$ cat config.mk
export PLATFORM = sky130hd
export DESIGN_NAME = qpc_counter
export DESIGN_NICKNAME = d
export VERILOG_FILES = /design/src/rtl/qpc_pkg.sv /design/src/rtl/qpc_sync.sv /design/src/rtl/qpc_step_decode.sv /design/src/rtl/qpc_count_core.sv /design/src/rtl/qpc_counter.sv
export SDC_FILE = /design/constraint.sdc
export NUM_CORES = 1
export LEC_CHECK = 0
export BUFFER_PORTS_ARGS = -buffer_cell sky130_fd_sc_hd__buf_2
export CAP_MARGIN = 20
export CORE_AREA = 3 3 93 95
export DETAILED_ROUTE_END_ITERATION = 7
export DIE_AREA = 0 0 96 98
export GPL_TIMING_DRIVEN = 0
export PLACE_DENSITY = 0.72
export SLEW_MARGIN = 30
export SYNTH_ARGS = -nofsm -noshare
export SYNTH_HDL_FRONTEND = slang
export SYNTH_SLANG_ARGS = --single-unit
$ cat constraint.sdc
create_clock -name clk -period 2 [get_ports clk]
set_input_delay 0.2 -clock clk [delete_from_list [all_inputs] [get_ports clk]]
set_output_delay 0.2 -clock clk [all_outputs]
set_load 0.01 [all_outputs]
$ cat src/rtl/qpc_pkg.sv
// Package: shared constants for the quadrature phase counter.
// Assumes a control register at least nine bits wide.
package qpc_pkg;
    localparam int MODE_W       = 4;
    localparam int EN_BIT       = 8;
    localparam int STAT_DIR_BIT = 7;

    localparam logic [MODE_W-1:0] MODE_X4    = 4'd4;
    localparam logic [MODE_W-1:0] MODE_PDIR  = 4'd5;
    localparam logic [MODE_W-1:0] MODE_X2B   = 4'd7;
    localparam logic [MODE_W-1:0] MODE_RESET = MODE_X4;

    typedef enum logic [1:0] {
        ADDR_COUNT = 2'd0,
        ADDR_CEIL  = 2'd1,
        ADDR_CTRL  = 2'd2,
        ADDR_STAT  = 2'd3
    } qpc_addr_e;
endpackage

$ cat src/rtl/qpc_sync.sv
// Module: qpc_sync
// Purpose: multi-stage synchroniser for a bundle of asynchronous inputs.
// Assumes each input bit is an independent slow level (no bus coherency).
module qpc_sync #(
    parameter int WIDTH  = 2,
    parameter int STAGES = 2
) (
    input  logic             clk,
    input  logic             rst_n,
    input  logic [WIDTH-1:0] d,
    output logic [WIDTH-1:0] q
);
    logic [STAGES-1:0][WIDTH-1:0] chain_q;

    // Shift the raw inputs through the flop chain.
    always_ff @(posedge clk) begin
        if (!rst_n) chain_q <= '0;
        else        chain_q <= {chain_q[STAGES-2:0], d};
    end

    assign q = chain_q[STAGES-1];
endmodule

$ cat src/rtl/qpc_step_decode.sv
// Module: qpc_step_decode
// Purpose: turns synchronised A/B samples into a count step and direction
// according to the selected mode. Assumes at most one input edge per
// cycle except where an invalid 4x step must be rejected.
module qpc_step_decode
    import qpc_pkg::*;
(
    input  logic              clk,
    input  logic              rst_n,
    input  logic              a_s,
    input  logic              b_s,
    input  logic [MODE_W-1:0] mode,
    output logic              step,
    output logic              up
);
    logic a_p, b_p;
    logic a_chg, b_chg;

    // Hold the previous synchronised sample of each input.
    always_ff @(posedge clk) begin
        if (!rst_n) begin
            a_p <= 1'b0;
            b_p <= 1'b0;
        end else begin
            a_p <= a_s;
            b_p <= b_s;
        end
    end

    assign a_chg = a_s ^ a_p;
    assign b_chg = b_s ^ b_p;

    // Map the edge pattern to a step and direction per mode.
    always_comb begin
        step = 1'b0;
        up   = 1'b0;
        case (mode)
            MODE_X4: begin
                step = a_chg ^ b_chg;
                up   = a_s ^ b_p;
            end
            MODE_PDIR: begin
                step = a_s & ~a_p;
                up   = b_s;
            end
            MODE_X2B: begin
                step = b_chg;
                up   = ~(a_s ^ b_s);
            end
            default: begin
                step = 1'b0;
                up   = 1'b0;
            end
        endcase
    end
endmodule

$ cat src/rtl/qpc_count_core.sv
// Module: qpc_count_core
// Purpose: the count, ceiling and direction registers. Up from the ceiling
// clears, down from zero reloads the ceiling, a software count write wins.
// Assumes step is a single-cycle pulse.
module qpc_count_core #(
    parameter int CW = 16
) (
    input  logic          clk,
    input  logic          rst_n,
    input  logic          en,
    input  logic          step,
    input  logic          up,
    input  logic          cnt_wr,
    input  logic [CW-1:0] cnt_wdata,
    input  logic          ceil_wr,
    input  logic [CW-1:0] ceil_wdata,
    output logic [CW-1:0] cnt,
    output logic [CW-1:0] ceil,
    output logic          dir_up
);
    logic [CW-1:0] cnt_nxt;
    logic          take;

    assign take = en & step;

    // Next count for an accepted step, including clear and reload.
    always_comb begin
        if (up) cnt_nxt = (cnt == ceil) ? '0 : cnt + CW'(1);
        else    cnt_nxt = (cnt == '0) ? ceil : cnt - CW'(1);
    end

    // Update count, ceiling and direction flag.
    always_ff @(posedge clk) begin
        if (!rst_n) begin
            cnt    <= '0;
            ceil   <= '1;
            dir_up <= 1'b0;
        end else begin
            if (ceil_wr) ceil <= ceil_wdata;
            if (take)    dir_up <= up;
            if (cnt_wr)    cnt <= cnt_wdata;
            else if (take) cnt <= cnt_nxt;
        end
    end
endmodule

$ cat src/rtl/qpc_counter.sv
// Module: qpc_counter (top)
// Purpose: quadrature / pulse-direction / 2x counter with a register port.
// Assumes CW >= 9 so the control fields fit, and phase inputs slower
// than the clock.
module qpc_counter
    import qpc_pkg::*;
#(
    parameter int CW = 16
) (
    input  logic          clk,
    input  logic          rst_n,
    input  logic          phase_a,
    input  logic          phase_b,
    input  logic          reg_wr,
    input  logic [1:0]    reg_addr,
    input  logic [CW-1:0] reg_wdata,
    output logic [CW-1:0] reg_rdata
);
    logic [1:0]        ab_s;
    logic              step, up;
    logic [MODE_W-1:0] mode_q;
    logic              en_q;
    logic              cnt_wr, ceil_wr, ctrl_wr;
    logic [CW-1:0]     cnt_q, ceil_q;
    logic              dir_up;

    qpc_sync #(.WIDTH(2), .STAGES(2)) u_sync (
        .clk   (clk),
        .rst_n (rst_n),
        .d     ({phase_b, phase_a}),
        .q     (ab_s)
    );

    qpc_step_decode u_dec (
        .clk   (clk),
        .rst_n (rst_n),
        .a_s   (ab_s[0]),
        .b_s   (ab_s[1]),
        .mode  (mode_q),
        .step  (step),
        .up    (up)
    );

    // Decode write strobes per register.
    always_comb begin
        cnt_wr  = reg_wr && (reg_addr == ADDR_COUNT);
        ceil_wr = reg_wr && (reg_addr == ADDR_CEIL);
        ctrl_wr = reg_wr && (reg_addr == ADDR_CTRL);
    end

    // Control register: mode and enable.
    always_ff @(posedge clk) begin
        if (!rst_n) begin
            mode_q <= MODE_RESET;
            en_q   <= 1'b0;
        end else if (ctrl_wr) begin
            mode_q <= reg_wdata[MODE_W-1:0];
            en_q   <= reg_wdata[EN_BIT];
        end
    end

    qpc_count_core #(.CW(CW)) u_core (
        .clk        (clk),
        .rst_n      (rst_n),
        .en         (en_q),
        .step       (step),
        .up         (up),
        .cnt_wr     (cnt_wr),
        .cnt_wdata  (reg_wdata),
        .ceil_wr    (ceil_wr),
        .ceil_wdata (reg_wdata),
        .cnt        (cnt_q),
        .ceil       (ceil_q),
        .dir_up     (dir_up)
    );

    // Read multiplexer.
    always_comb begin
        reg_rdata = '0;
        case (reg_addr)
            ADDR_COUNT: reg_rdata = cnt_q;
            ADDR_CEIL:  reg_rdata = ceil_q;
            ADDR_CTRL: begin
                reg_rdata[MODE_W-1:0] = mode_q;
                reg_rdata[EN_BIT]     = en_q;
            end
            default:    reg_rdata[STAT_DIR_BIT] = dir_up;
        endcase
    end
endmodule

== Yosys cells after proc, flatten, opt, wreduce, memory -nomap -nowiden ==
Index checks and enable logic that the tools add are counted.

* Bits in read-only memories: 0
* Bits of input ports: 23
* Memories: 0
* Bits in writable memories: 0
* Latch bits: 0
* Word-level logic and storage cells: 44
* Output and inout port bits: 16
* Register bits: 44

* Order comparisons: 0
* Multipliers: 0
* Bitwise operators: 9
* Shifts and indexed selects: 0
* $add $sub $neg: 2
* Eq/ne operators: 6
* Reduce and logical (&&, ||, !) cells: 6
* Muxes and demuxes: 12
* Divide/modulo/power cells: 0

{| class="wikitable"
|+ Operators with widths
! cell !! count
|-
| $mux W16 || 5
|-
| $add A16 B1 Y16 const B || 1
|-
| $eq A16 B16 Y1 || 1
|-
| $logic_not A16 Y1 || 1
|-
| $sub A16 B1 Y16 const B || 1
|-
| $pmux W7 S2 || 1
|-
| $eq A4 B3 Y1 const B || 3
|-
| $pmux W1 S3 || 4
|-
| $pmux W4 S3 || 1
|-
| $pmux W3 S2 || 1
|-
| $xor A1 B1 Y1 || 5
|-
| $logic_and A1 B1 Y1 || 3
|-
| $and A1 B1 Y1 || 2
|-
| $eq A2 B1 Y1 const B || 1
|-
| $eq A2 B2 Y1 const B || 1
|-
| $logic_not A2 Y1 || 1
|-
| $not A1 Y1 || 2
|-
| $reduce_bool A2 Y1 || 1
|}

== Longest topological paths before layout ==
* Word-level depth: 6
* Mapped depth: 11
* Mapped depth without buffers: 8

== Cells and area by module ==
From an unflattened synthesis, not the netlist that was laid out.

* Cell total of the unflattened synthesis: 424
* Area, all modules: 3345.7 µm²

{| class="wikitable"
|+ By module, submodules not included
! module !! area each (µm²) !! instances !! cells an instance
|-
| qpc_count_core || 2557.5 || 1 || 331
|-
| qpc_counter || 505.5 || 1 || 63
|-
| qpc_step_decode || 162.7 || 1 || 20
|-
| qpc_sync || 120.1 || 1 || 10
|}

== Least setup slack after synthesis ==
Ideal clock, no wire load.

* Path type: reg-to-reg
* Start: reg u_core.cnt[1]
* End: reg u_core.cnt[14]
* Data required time: 1.885 ns
* Stages on the path, launching flop included: 12
* Data arrival time: 1.974 ns
* Path slack: -0.089 ns
* Setup time: 0.115 ns
* Clock period less this slack: 2.089 ns
* Buffers on the path: 3
* Cells stage by stage: dfxtp_1 clkbuf_1 inv_1 ha_1 or3b_1 clkbuf_1 nor2_1 nand2_1 buf_4 o221ai_1 o22ai_1 o21a_1

* Word-level cells in the longest chain between the ends: 5
* Elaborated cells on any way between the ends: 9
* Classes of those cells: 2 x add/sub; 1 x eq/ne; 5 x mux; 1 x reduce/logical

{| class="wikitable"
|+ RTL lines
! element !! line !! RTL
|-
| start: declaration || qpc_count_core.sv:17 || <nowiki>output logic [CW-1:0] cnt,</nowiki>
|-
| start signal: assignment || qpc_count_core.sv:41 || <nowiki>if (cnt_wr) cnt <= cnt_wdata;</nowiki>
|-
| start signal: assignment || qpc_count_core.sv:42 || <nowiki>else if (take) cnt <= cnt_nxt;</nowiki>
|-
| $sub A16 B1 Y16 (tied with other cells) || qpc_count_core.sv:29 || <nowiki>else cnt_nxt = (cnt == '0) ? ceil : cnt - CW'(1);</nowiki>
|-
| $mux W16, on equally long branches || qpc_count_core.sv:29, qpc_count_core.sv:28 ||
|-
| $mux W16 (*) || qpc_count_core.sv:28 || <nowiki>if (up) cnt_nxt = (cnt == ceil) ? '0 : cnt + CW'(1);</nowiki>
|-
| $mux W16 (*) || qpc_count_core.sv:42 ||
|-
| $mux W16 (*) || qpc_count_core.sv:41 ||
|}

Every way passes the cells marked *; elsewhere a longest branch is shown, timed or not. The select of a mux whose other input is x is not followed.
A chain may end at the register's enable or synchronous reset.

== Final worst setup path ==
* Start: reg u_core.cnt[1]
* End: reg u_core.cnt[10]

The elaborated chain is that of the path after synthesis.

==> results.md <==
* Status: finished with violations
* Failing checks: negative setup slack
* Worst reg2reg setup slack at -0.01 ns
* Multi-input combinational cell area at 2340 um^2
* RSZ-0062 raised after global routing: yes
* Most used cell, CP: buf_8
* Power after layout at 2.46 mW
* TritonCTS clock tree: done
* Start point of the critical path: u_core.cnt[1]
* First-pass GRT wire length at between 15000 and 20000 um
* Max-slew violations at 0
* Worst slew pin tran at ~0.7 ns
* Fin Setup TNS at -0.0197 ns
* Slowest cell on crit path: or3b_4
* CP Capture Type: flop
* All-layer global routing usage at 23.2%
* N_diodes at 0
* Die Wd at around 96 um
* Port buffer count at 38
* Cell breakdown of the critical path: buf_8 -> inv_6 -> ha_4 -> or3b_4 -> nor2_4 -> nand2_2 -> buf_8 -> o221ai_1 -> o211a_1 -> nor4_2
* Fillers at approximately 770
* Final wirelength at between 10000 and 15000 um
* Cts bufs inserted at 5
* DR vias at 3457
* RR Endpoint: u_core.cnt[10]
* Final #Nets at approximately 500
* Num rows at 32
* Sequential fraction of the synthesis area at 27.0%
* Residual DRC count at 0
* Reg power frac at ~39%
* Relative slew slack at 54.6%
* # Max-Cap Violations at 0
* Core Box Area at around 8000 um^2
* Switching fraction of total power at 35.6%
* Final min period at around 2.0 ns
* Number of synthesized flops with an enable pin at 0
* Routed length per instance at between 15 and 20 um
* Die Ht at 98 um
* Worst-path clk slew at ~0.10 ns
* Hold buffers post-CTS at 0
* Worst R2R Path Depth at 10
* Library cells used by synthesis at 62
* Setup ws final at -0.0107 ns
* Internal at ~1.6 mW
* Storage cell area at between 800 and 900 um^2
* Mapped cell area at ~3300 um^2
* Root Buffer: clkbuf_8
* Smallest hold slack at ~0.095 ns
* Arr. time, crit path at 2.22 ns
* Max Root-Sink Buffers at 2
* Yosys warns at 0
* Initial Utilization at 41.7%
* RD Place Congestion at 0.970
* Congestion Overflow GR at 0
* TritonRoute pass-1 iters at 5
* Worst IR Drop VDD at 0.000275 V
* Vias in the first global route at 3343
* Final period util at 101%
* Startpoint types: flop
* Leak at about 1.8 nW
* Layout area overhead at 24.2%
* Number of DRC markers in iteration 0 at 328
* Ports at 39
* # setup viols final at 2
* Pwr Density at around 600 nW/um^2
* Crit-path max cell delay at approximately 0.43 ns
* Clock share of power at ~26%
* Max H-tree Level at 2
* DRT antenna net count at 0
* Worst hold-check path type: in2reg
* Post-DP HPWL at roughly 7700 um
* Cell count after synthesis at approximately 420
* Count leader, synth: nand2_1
* Initial antenna violation count at 0
* Worst-Skew Late Latency at around 0.32 ns
* CTS sink cnt at 44
* List of most frequent post-synthesis cells: nand2_1, dfxtp_1, nor2_1, xor2_1, nand3_1
* Cell taking the most area after synthesis: dfxtp_1
* Clock Skews at about 0.012 ns
* #FFs+latches synth at 44
* Syn_nets at 445
* Synth top area cells: dfxtp_1, xor2_1, mux2i_1, nand2_1, nand3_1
* Worst setup endpoint: u_core.cnt[10]
* Pin count of the biggest net entering global routing at 15
* Predominant post-synthesis flop cell: dfxtp_1
* Layout cells sized above 1 at 28.7%
* Die area at roughly 9400 um^2
* Combinational fraction of design power at a little over a third
* Req. time, crit path at 2.20 ns
* Reg2reg start: u_core.cnt[1]
* Final Hold Viols at 0
* Via/cell ratio at roughly 6.0
* Max Clk Rate at a little under 500 MHz
* CP Max Fanout at 10
* FFs w/ async S/R, synth at 0%
* Synth top area share at a little over a quarter
* NetSw at roughly 0.9 mW
* Syn avg cell area at about 7.8 um^2
* WS Path Type: reg2reg
==> routing by layer <==
| metal | track usage (%) | up-vias | part of all wire [%] |
|---|---|---|---|
| met3 | 3.08 | 32 | 6.5 |
| met4 | 9.19 | 0 | 3.1 |
| met1 | 32.0 | 1645 | 44 |
| met2 | 36.3 | 165 | 46 |
| met5 | 0 | - | 0 |
| li1 | - | 1615 | - |
==> state kept, by name, summed over array words and instances, names as in the netlist <==
signal / flops
u_core.ceil: 16
u_core.cnt: 16
mode_q: 4
u_sync.chain_q: 2
u_sync.q: 2
en_q: 1
u_core.dir_up: 1
u_dec.a_p: 1
u_dec.b_p: 1
==> cells by family after synthesis <==
group           after synthesis  share of synthesized area [%]
simple gates                177                           28.0
compound gates               79                           18.2
buf+inv                      49                           6.72
flops                        44                           27.0
xor+xnor                     40                           10.8
mux                          25                           7.72
fa+ha+maj                     4                           1.54
==> layout by cell type, fill, tap and decap left out, types with 6 or more instances in the layout <==
cell type / netlist / layout
nor2_1: 30 / 29
buf_2: 16 / 46
xor2_1: 30 / 30
nand4_1: 6 / 6
buf_4: 4 / 23
nand2_1: 59 / 57
o211ai_1: 6 / 6
o22ai_1: 8 / 7
o21ai_0: 10 / 9
xnor2_1: 10 / 10
and2_1: 8 / 7
nor3_1: 10 / 7
inv_1: 10 / 7
clkbuf_8: 0 / 6
a22oi_1: 6 / 6
clkbuf_1: 16 / 10
o22a_1: 6 / 6
a21oi_1: 8 / 7
dfxtp_1: 44 / 39
nand3_1: 27 / 26
mux2i_1: 24 / 24
==> per-stage QoR <==
step                      instance area [um^2]  cells  util, %  setup slack (ns)
after floorplan                           3290    418        -            0.0103
final                                     4050    580     51.8           -0.0107
after CTS                                 3880    572     49.7           -0.0119
after detailed placement                  3620    559     46.4            -0.379
after global routing                      4050    580     51.8            -0.102
after global placement                    3610    558     46.2            -0.616
==> worst max-delay path: cells and delay by family, from the launching register on <==
kind | cells | cell delay (ns)
adder cells (fa/ha/maj) | 1 | 0.14
flip-flops | 1 | 0.35
buffers and inverters | 3 | 0.35
AO/OA/AOI/OAI | 2 | 0.39
AND/OR/NAND/NOR | 4 | 0.66
==> worst min path at each step <==
stage                  startpoint           endpoint  slack (ns)  cells past startpoint
floorplan            reg_wdata[0]     u_core.ceil[0]        0.32                      2
global placement          phase_a  u_sync.chain_q[0]        0.41                      2
detailed placement        phase_b  u_sync.chain_q[1]        0.42                      2
CTS                       phase_b  u_sync.chain_q[1]         0.1                      2
global route        reg_wdata[11]    u_core.ceil[11]        0.11                      3
finish                    phase_b  u_sync.chain_q[1]        0.09                      2
==> power by group through the flow <==
stage	Sequential, mW	Clock [mW]	Combinational (mW)
after floorplan	0.963	0	0.539
after global placement	0.972	0	0.716
after detailed placement	0.974	0	0.732
after CTS	0.960	0.632	0.792
after global routing	0.969	0.664	0.929
final	0.964	0.631	0.861
==> layout make-up <==
cell class              instances  area share (%)
inverters                      11            1.27
repair buffers                 57            8.32
clock inverters                 2           0.371
clock buffers                   6            2.04
multi-input cells             325            57.8
plain buffers                  33            5.16
flip-flops and latches         44            21.9
well taps                     102            3.15
==> what timing repair did <==
| action | CTS | global route |
|---|---|---|
| resized for setup | 27 | 33 |
| buffers inserted | 10 | 8 |
| setup endpoints to repair | 16 | 17 |
| cloned | 0 | 0 |
| pin swaps | 12 | 17 |
(Power assumes the default switching activity.)
